--- src/rtl/i2c_scl_timer_pkg.sv ---
package i2c_scl_timer_pkg;

  typedef enum logic [2:0] {
    ST_IDLE,
    ST_LOW,
    ST_HIGH,
    ST_HOLD,
    ST_SETUP
  } genState_t;

  typedef struct packed {
    logic phaseClr;
    logic phaseInc;
    logic setupClr;
    logic setupInc;
  } ctlStrobe_t;

  typedef struct packed {
    logic baudZero;
    logic lowDone;
    logic highDone;
    logic setupDone;
  } dpStatus_t;

endpackage

--- src/rtl/i2c_scl_timer_datapath.sv ---
module i2c_scl_timer_datapath
  import i2c_scl_timer_pkg::*;
#(
  parameter int CNT_W     = 16,
  parameter int SETUP_W   = 16,
  parameter int SETUP_LSB = 16,
  parameter int REG_W     = 32
) (
  input  logic             clk,
  input  logic             rstN,
  input  logic             fastSel,
  input  logic [CNT_W-1:0] baseCnt,
  input  logic [REG_W-1:0] setupReg,
  input  ctlStrobe_t       ctl,
  output dpStatus_t        stat
);

  localparam int PH_W = CNT_W + 1;

  logic [PH_W-1:0]    phaseCnt;
  logic [SETUP_W-1:0] setupCnt;
  logic [PH_W-1:0]    lowLen;
  logic [PH_W-1:0]    highLen;
  logic [SETUP_W-1:0] setupLen;

  // Fast selections stretch the low half to two count periods.
  assign lowLen   = fastSel ? {baseCnt, 1'b0} : {1'b0, baseCnt};
  assign highLen  = {1'b0, baseCnt};
  assign setupLen = setupReg[SETUP_LSB +: SETUP_W];

  always_ff @(posedge clk) begin
    if (!rstN) begin
      phaseCnt <= '0;
    end else if (ctl.phaseClr) begin
      phaseCnt <= '0;
    end else if (ctl.phaseInc) begin
      phaseCnt <= phaseCnt + PH_W'(1);
    end
  end

  always_ff @(posedge clk) begin
    if (!rstN) begin
      setupCnt <= '0;
    end else if (ctl.setupClr) begin
      setupCnt <= '0;
    end else if (ctl.setupInc) begin
      setupCnt <= setupCnt + SETUP_W'(1);
    end
  end

  always_comb begin
    stat.baudZero  = (baseCnt == '0);
    stat.lowDone   = (phaseCnt >= lowLen - PH_W'(1));
    stat.highDone  = (phaseCnt >= highLen - PH_W'(1));
    stat.setupDone = (setupCnt >= setupLen);
  end

endmodule

--- src/rtl/i2c_scl_timer_ctrl.sv ---
module i2c_scl_timer_ctrl
  import i2c_scl_timer_pkg::*;
(
  input  logic       clk,
  input  logic       rstN,
  input  logic       sclIn,
  input  dpStatus_t  stat,
  output ctlStrobe_t ctl,
  output genState_t  state,
  output logic       sclDriveLow,
  output logic       lowStrobe,
  output logic       highStrobe,
  output logic       launch
);

  genState_t nextState;

  always_comb begin
    nextState = state;
    ctl       = '0;
    if (stat.baudZero) begin
      nextState    = ST_IDLE;
      ctl.phaseClr = 1'b1;
    end else begin
      unique case (state)
        ST_IDLE: begin
          nextState    = ST_LOW;
          ctl.phaseClr = 1'b1;
        end
        ST_LOW: begin
          if (stat.lowDone) begin
            nextState    = ST_HIGH;
            ctl.phaseClr = 1'b1;
          end else begin
            ctl.phaseInc = 1'b1;
          end
        end
        ST_HIGH: begin
          if (!sclIn) begin
            nextState = ST_HOLD;
          end else if (stat.highDone) begin
            nextState    = ST_LOW;
            ctl.phaseClr = 1'b1;
          end else begin
            ctl.phaseInc = 1'b1;
          end
        end
        ST_HOLD: begin
          if (sclIn) begin
            nextState    = ST_SETUP;
            ctl.setupClr = 1'b1;
          end
        end
        ST_SETUP: begin
          if (stat.setupDone) begin
            nextState = ST_HIGH;
          end else begin
            ctl.setupInc = 1'b1;
          end
        end
        default: nextState = ST_IDLE;
      endcase
    end
  end

  always_ff @(posedge clk) begin
    if (!rstN) begin
      state      <= ST_IDLE;
      lowStrobe  <= 1'b0;
      highStrobe <= 1'b0;
    end else begin
      state      <= nextState;
      lowStrobe  <= (nextState == ST_LOW) && (state != ST_LOW);
      highStrobe <= (state == ST_LOW) && (nextState == ST_HIGH);
    end
  end

  assign sclDriveLow = (state == ST_LOW);
  assign launch      = (state == ST_SETUP) && stat.setupDone && !stat.baudZero;

endmodule

--- src/rtl/i2c_scl_timer.sv ---
module i2c_scl_timer
  import i2c_scl_timer_pkg::*;
#(
  parameter int CNT_W     = 16,
  parameter int SETUP_W   = 16,
  parameter int SETUP_LSB = 16,
  parameter int REG_W     = 32
) (
  input  logic             clk,
  input  logic             rstN,
  input  logic [1:0]       speedMode,
  input  logic [REG_W-1:0] baudReg,
  input  logic [REG_W-1:0] setupReg,
  input  logic             sclIn,
  output logic             sclDriveLow,
  output logic             sclLowStrobe,
  output logic             sclHighStrobe,
  output logic             launchStrobe
);

  ctlStrobe_t ctl;
  dpStatus_t  stat;
  genState_t  ctlState;
  logic       fastSel;
  logic       unusedBits;

  // Selections 1 and 3 are the fast ones; 2 falls back to standard.
  assign fastSel    = speedMode[0];
  assign unusedBits = ^{speedMode[1], baudReg[REG_W-1:CNT_W]};

  i2c_scl_timer_datapath #(
    .CNT_W    (CNT_W),
    .SETUP_W  (SETUP_W),
    .SETUP_LSB(SETUP_LSB),
    .REG_W    (REG_W)
  ) u_datapath (
    .clk     (clk),
    .rstN    (rstN),
    .fastSel (fastSel),
    .baseCnt (baudReg[CNT_W-1:0]),
    .setupReg(setupReg),
    .ctl     (ctl),
    .stat    (stat)
  );

  i2c_scl_timer_ctrl u_ctrl (
    .clk        (clk),
    .rstN       (rstN),
    .sclIn      (sclIn),
    .stat       (stat),
    .ctl        (ctl),
    .state      (ctlState),
    .sclDriveLow(sclDriveLow),
    .lowStrobe  (sclLowStrobe),
    .highStrobe (sclHighStrobe),
    .launch     (launchStrobe)
  );

endmodule

--- config.mk ---
export PLATFORM = sky130hd
export DESIGN_NAME = i2c_scl_timer
export DESIGN_NICKNAME = d
export VERILOG_FILES = /design/src/rtl/i2c_scl_timer_pkg.sv /design/src/rtl/i2c_scl_timer_datapath.sv /design/src/rtl/i2c_scl_timer_ctrl.sv /design/src/rtl/i2c_scl_timer.sv
export SDC_FILE = /design/constraint.sdc
export NUM_CORES = 1
export LEC_CHECK = 0
export BUFFER_PORTS_ARGS = -buffer_cell sky130_fd_sc_hd__buf_2
export CORE_ASPECT_RATIO = 2
export CORE_UTILIZATION = 40
export DETAILED_ROUTE_END_ITERATION = 10
export HOLD_SLACK_MARGIN = 0.06
export PLACE_DENSITY_LB_ADDON = 0.12
export SYNTH_ARGS = -nofsm -noshare
export SYNTH_HDL_FRONTEND = slang
export SYNTH_SLANG_ARGS = --single-unit
export TNS_END_PERCENT = 1
--- constraint.sdc ---
create_clock -name clk -period 14.55 [get_ports clk]
set_clock_uncertainty 0.15 [all_clocks]
set_input_delay 0.7275 -clock clk [delete_from_list [all_inputs] [get_ports clk]]
set_output_delay 0.7275 -clock clk [all_outputs]
set_load 0.01 [all_outputs]
==> impl_metrics.env, run 1 <==
export IMPL_status="finished, violations left"
export IMPL_failed_checks="DRC"
export IMPL_hp_start="u_datapath.setupCnt[15]"
export IMPL_cts_hold_buf=0
export IMPL_cp_start_kind="input pin"
export IMPL_drv_slew=0
export IMPL_cts_buffers_inserted=5
export IMPL_fp_dieW_um=71.4
export IMPL_nFillCells=980
export IMPL_cpLargestDelayFamily="simple AND/OR/NAND/NOR gates"
export IMPL_syn_area_um2=3850
export IMPL_synth_async_reset_ratio=0
export IMPL_drive_above_1_share=0.115
export IMPL_dieArea_um2=10000
export IMPL_avgViaCountPerCell=5.80
export IMPL_setup_viol=0
export IMPL_yosysTopAreaCellShare=0.198
export IMPL_synth_adder_area_share=0.179
export IMPL_fmax_mhz=158
export IMPL_setup_ws_ps=8230
export IMPL_crit_buf_inv=2
export IMPL_required_ps=14600
export IMPL_netlist_instances=509
export IMPL_synth_area_mux_share=0.0136
export IMPL_syn_avg_cell_area_um2=7.57
export IMPL_crit_chain="buf_2 -> inv_1 -> nand2_1 -> ha_1 -> nand2b_4 -> or4b_4 -> or3_4 -> or3_4 -> or3_4 -> o211a_1 -> a211oi_1 -> ha_1 -> a21oi_1 -> o21ai_0 -> a21oi_1 -> o41ai_1 -> a21o_1 -> o31a_1 -> or4_1 -> a21oi_1"
export IMPL_fin_setup_tns_ps=0
export IMPL_synthFlopType="dfxtp_1"
export IMPL_synthSimpleGateAreaFrac=0.268
export IMPL_die_h_um=141
export IMPL_htreeDepth=2
export IMPL_first_iter_violations=121
export IMPL_ys_seq_elements=38
export IMPL_cp_max_fo=30
export IMPL_post_cts_buffers=0
export IMPL_pre_cts_slack_ps=7920
export IMPL_grt_pass1_vias=3673
export IMPL_syn_num_nets=633
export IMPL_cts_tree="built"
export IMPL_place_detailed_hpwl_um=7870
export IMPL_reg2reg_to="u_datapath.phaseCnt[16]"
export IMPL_clk_pin_slew_ps=50
export IMPL_drc=2
export IMPL_synthXorXnorAreaFrac=0.0637
export IMPL_routabilityCongestion=0.816
export IMPL_p_leak_uw=0.00178
export IMPL_area_growth_pct=10.7
export IMPL_vias=3724
export IMPL_grt_total_usage=0.200
export IMPL_period_share=0.434
export IMPL_cts_resized=0
export IMPL_synth_top_family_by_area="simple AND/OR/NAND/NOR gates"
export IMPL_routed_wl_um=9520
export IMPL_multi_input_area_um2=2880
export IMPL_synth_edf_count=0
export IMPL_worst_pin_slew_ps=924
export IMPL_post_route_min_period_ps=6320
export IMPL_rrSetupSlack_ps=11090
export IMPL_wl_per_cell_um=14.8
export IMPL_cap_violations=0
export IMPL_ys_warn_count=0
export IMPL_vdd_drop_max_uv=45.0
export IMPL_ant_nets=0
export IMPL_ios=73
export IMPL_ys_top_cells_by_count="ha_1 (55), nand2_1 (47), nor2_1 (46), a21oi_1 (42), dfxtp_1 (38)"
export IMPL_synth_most_common_cell="ha_1"
export IMPL_portBuffers=39
export IMPL_cts_buffer_depth=2
export IMPL_grt_setup_unrepaired="false"
export IMPL_hold_end="u_datapath.setupCnt[15]"
export IMPL_start_util=0.410
export IMPL_antenna_found_initial=0
export IMPL_relSlewSlack=0.384
export IMPL_gr_total_overflow=0
export IMPL_r2r_start="u_datapath.phaseCnt[0]"
export IMPL_synth_top_cell_by_area="dfxtp_1"
export IMPL_grt_first_pass_wirelength_um=16100
export IMPL_netlist_top_cells_area="dfxtp_1 (20%), ha_1 (18%), a21oi_1 (5.5%)"
export IMPL_clockRootBuffer="clkbuf_16"
export IMPL_critPathSlowestCell="or4_1"
export IMPL_hold_violations=0
export IMPL_clock_sinks=38
export IMPL_holdPathStages=2
export IMPL_crit_type="input pin to flip-flop"
export IMPL_power_density_nw_per_um2=63.6
export IMPL_grt_max_degree=31
export IMPL_antenna_cells=0
export IMPL_nets=661
export IMPL_synth_compound_area_frac=0.224
export IMPL_worstPathArrival_ps=6370
export IMPL_coreArea_um2=9380
export IMPL_dr_pass1_iters=7
export IMPL_clk_latency_ps=280
export IMPL_synthDistinctLibCells=57
export IMPL_slowest_delay_ps=600
export IMPL_seq_area_um2=761
export IMPL_hold_path_class="flip-flop to flip-flop"
export IMPL_rr_worst_depth=10
export IMPL_seq_area_frac_synth=0.198
export IMPL_end_kind="flip-flop"
export IMPL_fp_row_count=50
[registers in the layout, indices dropped and copies added, names as in the netlist]
register and flops:
u_ctrl.lowStrobe 1, u_ctrl.highStrobe 1, u_ctrl.state 3, u_datapath.phaseCnt 17, u_datapath.setupCnt 16
[how the worst max path moves through the flow]
stage            startpoint                       to  slack [ps]  cells after the start
3_3_place_gp   speedMode[0]  u_datapath.phaseCnt[14]        7980                     20
3_5_place_dp   speedMode[0]  u_datapath.phaseCnt[14]        7920                     20
6_report       speedMode[0]  u_datapath.phaseCnt[14]        8230                     20
4_1_cts        speedMode[0]  u_datapath.phaseCnt[14]        8210                     20
2_1_floorplan  speedMode[0]   u_datapath.phaseCnt[6]        8820                     21
5_1_grt        speedMode[0]  u_datapath.phaseCnt[14]        7830                     20
[metal layers]
layer  GRT usage  part of all wire  up-vias
li1            -                 -     1927
met1       0.179              0.37     1731
met2       0.430              0.60       53
met3      0.0186             0.016       13
met4      0.0747             0.019        0
met5           0                 0        -
[logic make-up after synthesis]
kind of cell,count (synthesis)
DFF,38
buffers and inverters,51
adders and majority gates,55
and+or+nand+nor,199
xor gates and xnor gates,28
muxes,5
AOI/OAI and AO/OA,133
[layout by cell type, fill, tap and decap left out, drive strengths merged, types with 7 or more instances in the layout]
master | Yosys | final
nor3 | 16 | 16
nand2 | 47 | 47
or3 | 12 | 12
buf | 4 | 41
nor4 | 8 | 8
nand4 | 8 | 8
a2111oi | 7 | 7
inv | 31 | 31
nor2b | 9 | 9
o21ai | 31 | 31
a211oi | 7 | 7
dfxtp | 38 | 38
or4 | 10 | 10
ha | 55 | 55
xnor2 | 20 | 20
xor2 | 8 | 8
o31ai | 8 | 8
nand3 | 17 | 17
nor2 | 46 | 46
a21oi | 42 | 42
[area by class of cell]
class	count	area share
multi-input cells	420	0.676
flip-flops and latches	38	0.178
repair buffers	41	0.0493
well taps	104	0.0305
clock buffers	5	0.0293
inverters	31	0.0273
clock inverters	3	0.00939
[worst register-to-register path, stage by stage, from the launching register on]
cell and delay, ps:
dfxtp_1 410, inv_1 90, ha_1 280, nor3b_1 180
o21ai_0 120, o2bb2ai_1 200, o41ai_2 500, o21ai_0 190
a221o_1 630, or4_1 580, nand2_1 80
[stage by stage]
step	cells	power (uW)	instance area, um2	utilization	hold WS, ps
final	642	271	4260	0.454	342
after floorplan	509	137	3850	-	312
after detailed placement	634	150	4100	0.437	339
after CTS	642	276	4260	0.454	346
after global placement	634	149	4100	0.437	342
after global routing	642	285	4260	0.454	370
[where the power goes]
| part | leakage [uW] | internal, uW | switching, uW | total [uW] |
|---|---|---|---|---|
| Combinational | 0.00139 | 17.2 | 25.0 | 42.2 |
| Sequential | 0.000307 | 105 | 0.651 | 105 |
| Clock | 0.0000836 | 80.2 | 43.6 | 124 |
No activity file was read; power rests on OpenSTA's default activity.
==> run 2: changes to the inputs <==
- ABC_AREA: default -> 1
- clock period: 14.55 -> 5.7 ns (I/O delays scaled with it)
==> impl_metrics.env, run 2 <==
export IMPL_post_cts_buffers=0
export IMPL_cap_violations=0
export IMPL_whs_ps=156
export IMPL_grt_first_pass_wirelength_um=18500
export IMPL_syn_area_um2=4350
export IMPL_hold_path_class="input pin to flip-flop"
export IMPL_worstPathArrival_ps=4430
export IMPL_cp_endpoint="u_datapath.phaseCnt[5]"
export IMPL_coreArea_um2=10500
export IMPL_first_iter_violations=107
export IMPL_worst_pin_slew_ps=1100
export IMPL_gr_total_overflow=0
export IMPL_dr_pass1_iters=4
export IMPL_fp_dieW_um=75.8
export IMPL_largest_register="u_datapath.phaseCnt"
export IMPL_cp_common_cell="nand2_1"
export IMPL_p_int_uw=576
export IMPL_final_util=0.459
export IMPL_antenna_found_initial=0
export IMPL_setup_viol=0
export IMPL_hold_violations=0
export IMPL_grt_max_degree=35
export IMPL_power_switching_uw=198
export IMPL_fp_row_count=53
export IMPL_cts_resized=0
export IMPL_layout_commonest_cell="nand2_1"
export IMPL_cp_max_fo=33
export IMPL_fmax_mhz=228
export IMPL_start_util=0.413
export IMPL_synth_most_common_cell="nand2_1"
export IMPL_nFillCells=1145
export IMPL_synth_edf_count=0
export IMPL_netlist_instances=681
export IMPL_p_total_uw=774
export IMPL_ys_top_cells_by_count="nand2_1 (155), inv_1 (105), nor2_1 (68), ha_1 (55), a21oi_1 (49)"
export IMPL_netlist_top_cells_area="dfxtp_1 (17%), ha_1 (16%), nand2_1 (13%)"
export IMPL_dieArea_um2=11300
export IMPL_cts_hold_buf=0
export IMPL_largestRegisters="u_datapath.phaseCnt (17), u_datapath.setupCnt (16), u_ctrl.state (3)"
export IMPL_cpLargestDelayFamily="simple AND/OR/NAND/NOR gates"
export IMPL_synthDistinctLibCells=37
export IMPL_grt_pass1_vias=4203
export IMPL_crit_chain="buf_2 -> nand2_1 -> o21ai_0 -> ha_1 -> inv_1 -> nor2_4 -> inv_2 -> nor3_4 -> nand2_2 -> nor2_4 -> nand4_1 -> xor2_1 -> inv_1 -> ha_1 -> nand2_1 -> inv_1 -> nand2_1 -> nand2_1 -> a21oi_1 -> nand4_1 -> nand2_1 -> nand4_1 -> a21oi_1"
export IMPL_largest_register_ffs=17
export IMPL_vdd_drop_max_uv=143
export IMPL_seq_area_frac_synth=0.175
export IMPL_yosysTopAreaCellShare=0.175
export IMPL_reg2reg_to="u_datapath.setupCnt[7]"
export IMPL_clock_sinks=38
export IMPL_cts_buffer_depth=2
export IMPL_ys_warn_count=0
export IMPL_swShare=0.256
export IMPL_cts_buffers_inserted=5
export IMPL_startpoint="speedMode[0]"
export IMPL_final_cell_area_um2=4840
export IMPL_crit_type="input pin to flip-flop"
export IMPL_period_share=0.771
export IMPL_power_density_nw_per_um2=160
export IMPL_synth_top_cell_by_area="dfxtp_1"
export IMPL_grt_total_usage=0.213
export IMPL_crit_buf_inv=5
export IMPL_seqPwrFrac=0.346
export IMPL_clk_latency_ps=280
export IMPL_ios=73
export IMPL_slowest_delay_ps=650
export IMPL_synth_async_reset_ratio=0
export IMPL_fin_setup_tns_ps=0
export IMPL_rrSetupSlack_ps=2710
export IMPL_syn_avg_cell_area_um2=6.39
export IMPL_antenna_cells=0
export IMPL_wl_per_cell_um=13.0
export IMPL_status="complete, no violations"
export IMPL_synthFlopType="dfxtp_1"
export IMPL_clockRootBuffer="clkbuf_16"
export IMPL_area_growth_pct=11.3
export IMPL_drive_above_1_share=0.0978
export IMPL_ant_nets=0
export IMPL_cp_start_kind="input pin"
export IMPL_die_h_um=150
export IMPL_rr_worst_depth=9
export IMPL_nets=839
export IMPL_pwr_share_clk=0.486
export IMPL_avgViaCountPerCell=5.02
export IMPL_end_kind="flip-flop"
export IMPL_routed_wl_um=11100
export IMPL_clk_pin_slew_ps=60
export IMPL_htreeDepth=2
export IMPL_place_detailed_hpwl_um=9340
export IMPL_ys_seq_elements=38
export IMPL_p_leak_uw=0.00232
export IMPL_p_comb_frac=0.168
export IMPL_critPathSlowestCell="nand4_1"
export IMPL_drv_slew=0
export IMPL_vias=4283
export IMPL_cts_tree="built"
export IMPL_syn_num_nets=805
export IMPL_dpl_cell_area_um2=4640
export IMPL_required_ps=5730
export IMPL_relSlewSlack=0.262
export IMPL_mostFrequentLayoutCells="nand2_1 (155), inv_1 (105), nor2_1 (68)"
export IMPL_cp_num_cells=23
export IMPL_r2r_start="u_datapath.setupCnt[9]"
export IMPL_grt_setup_unrepaired="false"
export IMPL_post_route_min_period_ps=4390
export IMPL_routabilityCongestion=0.929
export IMPL_portBuffers=39
export IMPL_drc=0
[run 2: area by class of cell]
| type | count | area, um2 | share of cell area |
|---|---|---|---|
| repair buffers | 39 | 195 | 0.0403 |
| multi-input cells | 525 | 3120 | 0.644 |
| well taps | 137 | 171 | 0.0354 |
| inverters | 106 | 398 | 0.0821 |
| clock buffers | 6 | 139 | 0.0287 |
| flip-flops and latches | 38 | 761 | 0.157 |
| clock inverters | 2 | 60.1 | 0.0124 |
[run 2: cell families after synthesis]
| group | count (synthesis) | share of synthesized area |
|---|---|---|
| buffers and inverters | 118 | 0.108 |
| AND/OR/NAND/NOR | 332 | 0.344 |
| adder cells (fa/ha/maj) | 55 | 0.158 |
| AO/OA/AOI/OAI | 84 | 0.106 |
| XOR/XNOR | 54 | 0.109 |
| flip-flops | 38 | 0.175 |
[run 2: per-stage QoR]
| stage | std cells | setup slack [ps] |
|---|---|---|
| after floorplan | 681 | 2150 |
| after CTS | 853 | 1300 |
| after detailed placement | 845 | 996 |
| final | 853 | 1310 |
| after global placement | 845 | 1170 |
| after global routing | 853 | 834 |
[run 2: worst min-delay path by stage]
stage                            start                       to  slack [ps]  depth (start not counted)
6_report                          rstN          u_ctrl.state[2]         160                          2
5_1_grt                           rstN          u_ctrl.state[2]         170                          2
4_1_cts                           rstN          u_ctrl.state[2]         150                          2
3_5_place_dp   u_datapath.setupCnt[13]  u_datapath.setupCnt[13]         330                          2
3_3_place_gp   u_datapath.setupCnt[13]  u_datapath.setupCnt[13]         330                          2
2_1_floorplan                     rstN          u_ctrl.state[1]         290                          2
[run 2: power groups by stage]
| stage | Clock, uW | Combinational, uW | Sequential, uW |
|---|---|---|---|
| global route | 393 | 150 | 268 |
| detailed placement | 0 | 131 | 274 |
| floorplan | 0 | 92.5 | 274 |
| CTS | 385 | 132 | 268 |
| finish | 376 | 130 | 268 |
| global placement | 0 | 128 | 274 |
[run 2: metal layers]
layer,GRT usage,up-vias,part of all wire
met2,0.447,55,0.60
met3,0.00673,18,0.011
li1,-,2272,-
met1,0.192,1938,0.36
met5,0,-,0
met4,0.0935,0,0.032
